**src/rtl/phy_basic_pkg.sv**
```systemverilog
package phy_basic_pkg;

  localparam int CTRL_ADDR = 0;
  localparam int STAT_ADDR = 1;
  localparam logic [15:0] STAT_CAPS = 16'h7849;

  typedef struct packed {
    logic loopback;
    logic speed100;
    logic an_en;
    logic pdown;
    logic isolate;
    logic an_restart;
    logic full_dup;
    logic col_test;
  } ctrl_t;

  function automatic ctrl_t ctrl_default(logic spd, logic an, logic dup);
    ctrl_t c;
    c = '0;
    c.speed100 = spd;
    c.an_en    = an;
    c.full_dup = dup;
    return c;
  endfunction

  function automatic logic [15:0] ctrl_word(logic busy, ctrl_t c);
    return {busy, c.loopback, c.speed100, c.an_en, c.pdown, c.isolate,
            c.an_restart, c.full_dup, c.col_test, 7'b0};
  endfunction

  function automatic ctrl_t ctrl_apply_write(ctrl_t cur, logic [15:0] d);
    ctrl_t c;
    c            = cur;
    c.loopback   = d[14];
    c.speed100   = d[13];
    c.an_en      = d[12];
    c.pdown      = d[11];
    c.isolate    = d[10];
    c.an_restart = cur.an_restart | d[9];
    c.full_dup   = d[8];
    c.col_test   = d[7];
    return c;
  endfunction

  function automatic logic [15:0] stat_word(logic anc, logic rf, logic link, logic jab);
    return STAT_CAPS | {10'b0, anc, rf, 1'b0, link, jab, 1'b0};
  endfunction

endpackage

```
**src/rtl/phy_basic_rst_timer.sv**
```systemverilog
module phy_basic_rst_timer #(
  parameter int CYCLES = 25
) (
  input  logic clk,
  input  logic rst_n,
  input  logic start,
  output logic busy
);
  localparam int CW = $clog2(CYCLES + 1);
  localparam logic [CW-1:0] LOAD = CW'(CYCLES);

  logic [CW-1:0] cnt_q;

  always_ff @(posedge clk or negedge rst_n) begin
    if (!rst_n)            cnt_q <= '0;
    else if (start)        cnt_q <= LOAD;
    else if (cnt_q != '0)  cnt_q <= cnt_q - 1'b1;
  end

  assign busy = (cnt_q != '0);
endmodule

```
**src/rtl/phy_basic_stat_latch.sv**
```systemverilog
module phy_basic_stat_latch #(
  parameter bit LATCH_HIGH = 1'b1
) (
  input  logic clk,
  input  logic rst_n,
  input  logic clr,
  input  logic rd,
  input  logic ev,
  output logic q
);
  logic q_nxt;

  generate
    if (LATCH_HIGH) begin : g_high
      always_comb q_nxt = rd ? ev : (q | ev);
    end else begin : g_low
      always_comb q_nxt = rd ? ev : (q & ev);
    end
  endgenerate

  always_ff @(posedge clk or negedge rst_n) begin
    if (!rst_n)   q <= 1'b0;
    else if (clr) q <= 1'b0;
    else          q <= q_nxt;
  end
endmodule

```
**src/rtl/phy_basic_coltest.sv**
```systemverilog
module phy_basic_coltest #(
  parameter int ON_CYCLES  = 16,
  parameter int OFF_CYCLES = 1
) (
  input  logic clk,
  input  logic rst_n,
  input  logic test_en,
  input  logic tx_en,
  output logic col
);
  localparam int MAXC = (ON_CYCLES > OFF_CYCLES) ? ON_CYCLES : OFF_CYCLES;
  localparam int CW   = $clog2(MAXC + 1);
  localparam logic [CW-1:0] ON_LAST  = CW'(ON_CYCLES - 1);
  localparam logic [CW-1:0] OFF_LAST = CW'(OFF_CYCLES - 1);

  logic [CW-1:0] cnt_q;
  logic          col_q;
  logic          hit;

  assign hit = (cnt_q == (tx_en ? ON_LAST : OFF_LAST));

  always_ff @(posedge clk or negedge rst_n) begin
    if (!rst_n) begin
      col_q <= 1'b0;
      cnt_q <= '0;
    end else if (!test_en) begin
      col_q <= 1'b0;
      cnt_q <= '0;
    end else if (tx_en != col_q) begin
      if (hit) begin
        col_q <= tx_en;
        cnt_q <= '0;
      end else begin
        cnt_q <= cnt_q + 1'b1;
      end
    end else begin
      cnt_q <= '0;
    end
  end

  assign col = col_q;
endmodule

```
**src/rtl/phy_basic_regs.sv**
```systemverilog
module phy_basic_regs
  import phy_basic_pkg::*;
#(
  parameter int ADDR_W         = 5,
  parameter int RST_CYCLES     = 25,
  parameter int COL_ON_CYCLES  = 16,
  parameter int COL_OFF_CYCLES = 1
) (
  input  logic              clk,
  input  logic              rst_n,
  input  logic              strap_speed100,
  input  logic              strap_an_en,
  input  logic              strap_full_dup,
  input  logic [ADDR_W-1:0] reg_addr,
  input  logic              wr_en,
  input  logic [15:0]       wr_data,
  input  logic              rd_en,
  output logic [15:0]       rd_data,
  input  logic              pwrdn_n,
  input  logic              link_ok,
  input  logic              jabber,
  input  logic              remote_fault,
  input  logic              an_complete,
  input  logic              an_started,
  input  logic              an_res_speed100,
  input  logic              an_res_full,
  input  logic              tx_en,
  output logic              col,
  output logic              pwrdn_eff,
  output logic              eff_speed100,
  output logic              eff_full_dup,
  output logic              an_restart_req,
  output logic              loopback_en,
  output logic              isolate_en,
  output logic              sw_reset_active
);
  localparam logic [ADDR_W-1:0] A_CTRL = ADDR_W'(CTRL_ADDR);
  localparam logic [ADDR_W-1:0] A_STAT = ADDR_W'(STAT_ADDR);
  localparam int NLAT = 3;
  localparam logic [NLAT-1:0] LAT_HIGH = 3'b101;

  ctrl_t      ctrl_q, ctrl_nxt;
  logic [2:0] strap_q;
  logic       init_q;
  logic       ctrl_wr, rst_start, rst_busy, stat_rd, lat_clr;
  logic [NLAT-1:0] lat_ev, lat_q;
  logic       rf_lat, link_lat, jab_lat;

  assign ctrl_wr   = wr_en && (reg_addr == A_CTRL) && init_q && !rst_busy;
  assign rst_start = ctrl_wr && wr_data[15];
  assign stat_rd   = rd_en && (reg_addr == A_STAT);
  assign lat_clr   = !init_q || rst_busy || rst_start;

  phy_basic_rst_timer #(.CYCLES(RST_CYCLES)) u_rst_timer (
    .clk(clk), .rst_n(rst_n), .start(rst_start), .busy(rst_busy)
  );

  always_comb begin
    ctrl_nxt = ctrl_q;
    if (an_started) ctrl_nxt.an_restart = 1'b0;
    if (ctrl_wr)    ctrl_nxt = ctrl_apply_write(ctrl_nxt, wr_data);
    if (!ctrl_nxt.an_en) ctrl_nxt.an_restart = 1'b0;
    if (!pwrdn_n)   ctrl_nxt.pdown = 1'b1;
  end

  always_ff @(posedge clk or negedge rst_n) begin
    if (!rst_n) begin
      ctrl_q  <= '0;
      strap_q <= '0;
      init_q  <= 1'b0;
    end else if (!init_q) begin
      strap_q <= {strap_speed100, strap_an_en, strap_full_dup};
      ctrl_q  <= ctrl_default(strap_speed100, strap_an_en, strap_full_dup);
      init_q  <= 1'b1;
    end else if (rst_start || rst_busy) begin
      ctrl_q  <= ctrl_default(strap_q[2], strap_q[1], strap_q[0]);
    end else begin
      ctrl_q  <= ctrl_nxt;
    end
  end

  assign lat_ev = {remote_fault, link_ok, jabber};

  generate
    for (genvar i = 0; i < NLAT; i++) begin : g_lat
      phy_basic_stat_latch #(.LATCH_HIGH(LAT_HIGH[i])) u_lat (
        .clk(clk), .rst_n(rst_n), .clr(lat_clr), .rd(stat_rd),
        .ev(lat_ev[i]), .q(lat_q[i])
      );
    end
  endgenerate

  assign rf_lat   = lat_q[2];
  assign link_lat = lat_q[1];
  assign jab_lat  = lat_q[0];

  phy_basic_coltest #(.ON_CYCLES(COL_ON_CYCLES), .OFF_CYCLES(COL_OFF_CYCLES)) u_coltest (
    .clk(clk), .rst_n(rst_n), .test_en(ctrl_q.col_test), .tx_en(tx_en), .col(col)
  );

  always_comb begin
    if (reg_addr == A_CTRL)      rd_data = ctrl_word(rst_busy, ctrl_q);
    else if (reg_addr == A_STAT) rd_data = stat_word(an_complete, rf_lat, link_lat, jab_lat);
    else                         rd_data = '0;
  end

  assign pwrdn_eff       = ctrl_q.pdown | !pwrdn_n;
  assign eff_speed100    = ctrl_q.an_en ? an_res_speed100 : ctrl_q.speed100;
  assign eff_full_dup    = ctrl_q.an_en ? an_res_full     : ctrl_q.full_dup;
  assign an_restart_req  = ctrl_q.an_restart;
  assign loopback_en     = ctrl_q.loopback;
  assign isolate_en      = ctrl_q.isolate;
  assign sw_reset_active = rst_busy;
endmodule

```
**config.mk**
```make
export PLATFORM = sky130hd
export DESIGN_NAME = phy_basic_regs
export DESIGN_NICKNAME = d
export VERILOG_FILES = /design/src/rtl/phy_basic_pkg.sv /design/src/rtl/phy_basic_rst_timer.sv /design/src/rtl/phy_basic_stat_latch.sv /design/src/rtl/phy_basic_coltest.sv /design/src/rtl/phy_basic_regs.sv
export SDC_FILE = /design/constraint.sdc
export NUM_CORES = 1
export LEC_CHECK = 0
export BUFFER_PORTS_ARGS = -buffer_cell sky130_fd_sc_hd__buf_4
export CORE_ASPECT_RATIO = 0.6
export CORE_UTILIZATION = 25
export CTS_CLUSTER_SIZE = 20
export DETAILED_ROUTE_END_ITERATION = 6
export SLEW_MARGIN = 10
export SYNTH_ARGS = -nofsm -noshare
export SYNTH_HDL_FRONTEND = slang
export SYNTH_SLANG_ARGS = --single-unit
export TNS_END_PERCENT = 50
```
**constraint.sdc**
```tcl
create_clock -name clk -period 2.25 [get_ports clk]
set_input_delay 0.1125 -clock clk [delete_from_list [all_inputs] [get_ports clk]]
set_output_delay 0.1125 -clock clk [all_outputs]
set_load 0.05 [all_outputs]
```
==> reports/metrics.yaml, run 1 <==
outcome:
  status: "finished clean"
grt:
  track_usage_pct: 12.6
  grt-ovfl-total: 0
  grt_pass1_wl_um: 5860
  antenna_found_initial: 0
  grt_pass1_vias: 1189
  grt_max_degree: 27
yosys:
  yosysSeqAreaShare_pct: 43.6
  netlist_top_cells_area: "dfrtp_1, and3_1, inv_1, nor2_1, ha_1"
  yosysTopAreaCell: "dfrtp_1"
  synth_nets: 193
  syn_inst: 153
  avgSynthCellArea_um2: 9.75
  synth_area_um2: 1490
  yosys.area.top_type_share_pct: 43.6
  ys_warn_count: 0
  synth_edf_count: 0
  yosysUniqueCellTypes: 47
  synth_most_common_cell: "dfrtp_1"
  ys_ff_latch: 26
  synth-main-ff-cell: "dfrtp_1"
  synthTopCellsByCount: "dfrtp_1, inv_1, nor2_1"
  synth-async-reset-ratio_pct: 100
floorplanning:
  start_util_pct: 26.4
  fp-row-count: 21
  fp.dieW_um: 102
  fp.dieH_um: 61.8
  io_pins: 61
  fp.coreArea_um2: 5650
  dieArea_um2: 6290
setup_path:
  crit_fanout: 10
  cp.required_ns: 2.14
  slowest_delay_ns: 0.42
  path_cells: "inv_1 -> ha_1 -> nor4b_4 -> buf_4 -> inv_1 -> buf_4"
  worstPathArrival_ns: 1.90
  r2r_slack_ns: 0.42
  critPathBufInv: 4
  cpMaxStageDelayCell: "nor4b_4"
  critPathLaunchType: "register"
  endpoint_kind: "output port"
  crit_type: "reg -> out"
  cp_top_family: "buffers and inverters"
timing:
  rsz0062_at_grt: "false"
  tightest_slew_ns: 0.578
  min_period_over_period_pct: 89.5
  finalSetupViolations: 0
  final.min_clock_period_ns: 2.01
  hold_viol_final: 0
  fin_setup_tns_ns: 0
  slew_violations: 0
  max_freq_mhz: 497
  relSlewSlack_pct: 61.4
  skew_ns: 0.00783
clock_tree:
  cts.sinks: 26
  cts.clk_slew.worst_paths_ns: 0.09
  cts_max_level: 1
  clk_latency_ns: 0.27
  clockRootBuffer: "clkbuf_8"
  cts_resized: 0
  cts_tree: "built"
  hold_buffers: 1
  cts_setup_buffers: 0
  cts_buffer_depth: 2
  numCtsBuffers: 3
layout:
  final_util_pct: 35.5
  fin_cells: 282
  fin_nets: 244
  multi_input_area_um2: 743
  n_antenna_cell: 0
  nFillCells: 579
  regArea_um2: 651
  area_delta_synth_final_pct: 34.3
  drive_gt1_share_pct: 33.7
route:
  post_drt_wl_per_cell_um: 13.7
  vias: 1336
  drc: 0
  firstDrtPassIters: 4
  postRouteAntennaNets: 0
  viasPerCell: 4.74
  drtIter0Drc: 99
  wirelength_um: 3860
placement:
  place_congestion: 0.777
  dp_cells: 278
  hpwlAfterDp_um: 2890
  port_buffers: 53
power_and_ir_drop:
  power.density_nw_per_um2: 660
  p_total_mw: 1.32
  leakagePower_nw: 0.939
  ir_drop_mv: 0.287
job:
  cap_violations: 0
hold_path:
  worstHoldPathType: "in -> reg"
worst paths after layout:
check,cells past startpoint,startpoint,endpoint
worst max-delay path,6,u_rst_timer.cnt_q[0],sw_reset_active
worst min-delay path,3,remote_fault,g_lat[2].u_lat.q
worst max register to register,5,u_rst_timer.cnt_q[0],u_rst_timer.cnt_q[3]
worst min register to register,2,strap_q[2],strap_q[2]
max in group asynchronous,2,rst_n,u_coltest.cnt_q[3]
min in group asynchronous,2,rst_n,an_restart_req
layout by cell type, fill, tap and decap left out, drive strengths merged, types with 4 or more instances in the layout:
cell	count
o21ai	4
nand3	7
and3	8
dfrtp	26
buf	55
nand2	6
nand4	4
nor2	11
nand2b	5
inv	12
a21oi	6
nor3	8
stage by stage:
step | instance area (µm²) | worst slack [ns] | hold WS [ns]
after CTS | 2000 | 0.234 | 0.0782
after global placement | 1950 | 0.493 | 0.0469
after detailed placement | 1950 | 0.398 | 0.0444
after global routing | 2000 | 0.123 | 0.0759
after floorplan | 1490 | 0.0592 | -0.183
final | 2000 | 0.237 | 0.0795
worst reg2reg max path: stages (launching register included):
cell and delay, ns:
dfrtp_1 0.39, inv_1 0.10, ha_1 0.22, nor4b_4 0.42
nand2_1 0.24, o311ai_0 0.36
layout make-up:
class | instances | area share (%)
Clock buffer | 3 | 2.06
Inverter | 12 | 2.25
Multi-Input combinational cell | 105 | 37.1
Sequential cell | 26 | 32.5
Tap cell | 80 | 5.00
Timing Repair Buffer | 56 | 21.1
registers in the layout, summed over array words and instances, names as in the netlist:
| name | flops |
|---|---|
| ctrl_q | 5 |
| u_coltest.cnt_q | 5 |
| u_rst_timer.cnt_q | 5 |
| g_lat.u_lat.q | 3 |
| strap_q | 3 |
| an_restart_req | 1 |
| init_q | 1 |
| isolate_en | 1 |
| loopback_en | 1 |
| u_coltest.col | 1 |
routing by layer:
metal	up-vias	track usage [%]	wire length, µm
li1	657	-	-
met1	625	17.8	1950
met2	52	19.3	1550
met3	2	3.91	341
met4	0	1.66	8
met5	-	0	0
report_power, final:
| group | switching [mW] | leakage, nW | total [mW] | internal (mW) |
|---|---|---|---|---|
| Combinational | 0.240 | 0.581 | 0.447 | 0.207 |
| Clock | 0.139 | 0.0216 | 0.259 | 0.120 |
| Sequential | 0.0801 | 0.337 | 0.616 | 0.536 |
cells by family (layout without fill, tap and decap cells):
group	Yosys count	count (layout)	share of synthesized area (%)
adder cells (fa/ha/maj)	3	3	2.52
other	1	1	0.251
multiplexers	5	5	3.52
AND/OR/NAND/NOR	62	62	25.0
XOR/XNOR	5	5	2.94
buffers and inverters	22	71	6.54
AO/OA/AOI/OAI	29	29	15.6
flip-flops	26	26	43.6
Note: power is estimated with default switching activity, not from simulation.
==> run 2: changes to the inputs <==
CTS_BUF_LIST = sky130_fd_sc_hd__clkbuf_16   (was default)
==> reports/metrics.yaml, run 2 (same netlist as run 1, synthesis figures left out) <==
layout:
  drive_gt1_share_pct: 33.7
  fin_nets: 244
  area_delta_synth_final_pct: 36.6
  n_antenna_cell: 0
  nFillCells: 576
  layout_common_cells: "buf_4, dfrtp_1, inv_1"
  reg_top3: "ctrl_q: 5 flops, u_coltest.cnt_q: 5 flops, u_rst_timer.cnt_q: 5 flops"
  layout_commonest_cell: "buf_4"
route:
  post_drt_wl_per_cell_um: 13.6
  drtIter0Drc: 67
  postRouteAntennaNets: 0
  firstDrtPassIters: 4
  vias: 1337
  drc: 0
  wirelength_um: 3840
  viasPerCell: 4.74
setup_path:
  rr_startpoint: "u_rst_timer.cnt_q[0]"
  worstPathArrival_ns: 1.88
  endpoint_kind: "output port"
  path_cells: "inv_1 -> ha_1 -> nor4b_4 -> buf_4 -> inv_1 -> buf_4"
  cpMaxStageDelayCell: "nor4b_4"
  slowest_delay_ns: 0.42
  critPathLaunchType: "register"
  r2r_cells: 5
  crit_start: "u_rst_timer.cnt_q[0]"
  cp.required_ns: 2.14
  crit_type: "reg -> out"
  crit_fanout: 10
grt:
  grt_max_degree: 27
  grt_pass1_vias: 1182
  grt_pass1_wl_um: 5910
  track_usage_pct: 12.7
  grt-ovfl-total: 0
  antenna_found_initial: 0
clock_tree:
  cts_setup_buffers: 0
  cts_buffer_depth: 2
  cts.sinks: 26
  cts.clk_slew.worst_paths_ns: 0.06
  clk_latency_ns: 0.26
  cts_tree: "built"
  numCtsBuffers: 3
  cts_max_level: 1
  clockRootBuffer: "clkbuf_16"
  cts_resized: 0
  hold_buffers: 1
timing:
  relSlewSlack_pct: 61.2
  tightest_slew_ns: 0.580
  slew_violations: 0
  max_freq_mhz: 501
  hold_viol_final: 0
  fin_setup_tns_ns: 0
  finalSetupViolations: 0
  skew_ns: 0.00307
  rsz0062_at_grt: "false"
  min_period_over_period_pct: 88.7
  final.min_clock_period_ns: 2.00
placement:
  port_buffers: 53
  hpwlAfterDp_um: 2890
  place_congestion: 0.777
power_and_ir_drop:
  p_total_mw: 1.45
  power.density_nw_per_um2: 710
  leakagePower_nw: 0.954
  ir_drop_mv: 0.267
floorplanning:
  fp.dieH_um: 61.8
  io_pins: 61
  start_util_pct: 26.4
  fp.dieW_um: 102
  fp.coreArea_um2: 5650
  dieArea_um2: 6290
  fp-row-count: 21
hold_path:
  worstHoldPathType: "in -> reg"
  min_path_cells: 3
  worstHoldStart: "jabber"
job:
  cap_violations: 0
outcome:
  status: "finished clean"
run 2: layout make-up:
type / count / area, µm² / share of cell area (%)
multi-input combinational: 105 / 743 / 36.5
inverter: 12 / 45.0 / 2.21
timing repair buffer: 56 / 423 / 20.8
clock buffer: 3 / 75.1 / 3.69
tap: 80 / 100 / 4.91
sequential: 26 / 651 / 31.9
run 2: worst max-delay path: cells and delay by family (launching register included):
kind                     cells  cell delay (ns)
adder cells (fa/ha/maj)      1             0.22
AND/OR/NAND/NOR              1             0.42
flip-flops                   1             0.39
buffers and inverters        4             0.60
run 2: final timing paths:
| kind | end | slack, ns |
|---|---|---|
| worst max-delay path | sw_reset_active | 0.25 |
| worst min-delay path | g_lat[0].u_lat.q | 0.10 |
| worst max register to register | u_rst_timer.cnt_q[3] | 0.43 |
| worst min register to register | strap_q[2] | 0.51 |
| max in group asynchronous | u_coltest.cnt_q[2] | 1.68 |
| min in group asynchronous | an_restart_req | 0.32 |
run 2: routing by layer:
layer	wire length, µm	up-vias	part of all wire (%)	GRT usage (%)
met2	1550	50	40	19.7
met3	299	4	7.8	3.91
li1	-	656	-	-
met4	17	0	0.44	1.86
met1	1970	627	51	18.0
met5	0	-	0	0
run 2: metrics by stage:
step | util [%] | hold slack (ns) | instance area, µm² | worst slack, ns | std cells
6_report | 36.1 | 0.104 | 2040 | 0.254 | 282
5_1_grt | 36.1 | 0.101 | 2040 | 0.123 | 282
4_1_cts | 36.1 | 0.0955 | 2040 | 0.244 | 282
3_5_place_dp | 34.6 | 0.0444 | 1950 | 0.398 | 278
3_3_place_gp | 34.6 | 0.0469 | 1950 | 0.493 | 278
2_1_floorplan | - | -0.183 | 1490 | 0.0592 | 153
run 2: power breakdown:
part / internal [mW] / switching (mW) / total, mW
Clock: 0.235 / 0.147 / 0.382
Combinational: 0.207 / 0.238 / 0.446
Sequential: 0.537 / 0.0810 / 0.618
Total: 0.979 / 0.466 / 1.45
==> run 3: changes to the inputs <==
clock period = 1.9 ns   (was 2.25 ns; I/O delays follow)
==> reports/metrics.yaml, run 3 (same netlist as run 1, synthesis figures left out) <==
power_and_ir_drop:
  p_total_mw: 1.74
  leakagePower_nw: 0.968
  ir_drop_mv: 0.437
  power.density_nw_per_um2: 840
layout:
  post-route-cell-area_um2: 2080
  layout_commonest_cell: "buf_4"
  reg_top3: "ctrl_q: 5 flops, u_coltest.cnt_q: 5 flops, u_rst_timer.cnt_q: 5 flops"
  regArea_um2: 651
  layout_common_cells: "buf_4, dfrtp_1, inv_1, nor2_1, and3_1"
  drive_gt1_share_pct: 35.6
  nFillCells: 580
  area_delta_synth_final_pct: 39.2
  multi_input_area_um2: 751
  n_antenna_cell: 0
  fin_nets: 246
grt:
  grt-ovfl-total: 0
  grt_pass1_wl_um: 6090
  grt_max_degree: 27
  antenna_found_initial: 0
  track_usage_pct: 13.0
  grt_pass1_vias: 1252
floorplanning:
  dieArea_um2: 6290
  start_util_pct: 26.4
  fp.dieW_um: 102
  fp.dieH_um: 61.8
  fp.coreArea_um2: 5650
  fp-row-count: 21
  io_pins: 61
clock_tree:
  cts_max_level: 1
  cts_setup_buffers: 0
  cts_tree: "built"
  clk_latency_ns: 0.26
  cts_buffer_depth: 2
  cts.sinks: 26
  clockRootBuffer: "clkbuf_16"
  numCtsBuffers: 3
  cts.clk_slew.worst_paths_ns: 0.07
timing:
  hold_slack_ns: 0.0773
  finalSetupViolations: 0
  hold_viol_final: 0
  rsz0062_at_grt: "false"
  skew_ns: 0.00703
  slew_violations: 0
  final.min_clock_period_ns: 1.79
  setup_slack_ns: 0.108
  min_period_over_period_pct: 94.3
  max_freq_mhz: 558
hold_path:
  worstHoldPathType: "in -> reg"
route:
  viasPerCell: 4.66
  post_drt_wl_per_cell_um: 13.4
  vias: 1327
  postRouteAntennaNets: 0
  firstDrtPassIters: 4
  wirelength_um: 3830
  drtIter0Drc: 77
  drc: 0
placement:
  port_buffers: 53
  pre_cts_slack_ns: 0.162
  placed_area_um2: 1980
  hpwlAfterDp_um: 2970
  place_congestion: 0.748
setup_path:
  crit_fanout: 13
  worstPathArrival_ns: 1.70
  critPathLaunchType: "register"
  endpoint_kind: "output port"
  crit_type: "reg -> out"
  cp.required_ns: 1.80
outcome:
  status: "finished clean"
job:
  cap_violations: 0
-- run 3: changes by cell type in the layout (fill, tap and decap cells not counted), sizes merged --
cell    change
buf         +2
clkinv      +1
-- run 3: final cells by class --
class                      count  share of cell area, %
clock buffer                   3                   3.62
sequential                    26                   31.3
tap                           80                   4.82
timing repair buffer          58                   21.7
inverter                      12                   2.17
clock inverter                 1                  0.181
multi-input combinational    105                   36.2
-- run 3: worst max-delay path, cell delays in order, from the launching register on --
cell and delay (ns):
dfrtp_1 0.41, inv_2 0.09, ha_2 0.19, nor4b_4 0.33, buf_12 0.19, inv_1 0.05, buf_4 0.18
-- run 3: per-layer routing --
layer  track usage, %  wire, µm  up-vias
li1                 -         -      661
met1             17.6      1840      622
met2             21.4      1680       42
met3             4.14       295        2
met4            0.621         8        0
met5                0         0        -
-- run 3: timing repair --
| action | CTS | global route |
|---|---|---|
| resized for setup | 0 | 3 |
| endpoints found under the hold margin | 26 | 0 |
| endpoints found under the setup margin | 0 | 3 |
| hold buffers | 1 | 0 |
-- run 3: path summary, 6_finish.rpt --
path	slack [ns]	to	depth (start not counted)	from
min reg2reg	0.49	strap_q[2]	2	strap_q[2]
min in group asynchronous	0.29	u_rst_timer.cnt_q[2]	2	rst_n
max reg2reg	0.25	ctrl_q[6]	6	u_rst_timer.cnt_q[0]
min	0.08	g_lat[2].u_lat.q	3	remote_fault
max in group asynchronous	1.34	init_q	2	rst_n
max	0.11	sw_reset_active	6	u_rst_timer.cnt_q[0]
-- run 3: stage by stage --
step / setup TNS [ns] / util [%] / instances
CTS: 0 / 36.7 / 285
global placement: 0 / 35.1 / 280
detailed placement: 0 / 35.1 / 280
floorplan: -0.409 / - / 153
global route: 0 / 36.7 / 285
finish: 0 / 36.7 / 285
-- run 3: report_power, final --
part | switching [mW] | internal, mW
logic | 0.283 | 0.267
clock network | 0.184 | 0.281
registers | 0.0924 | 0.636
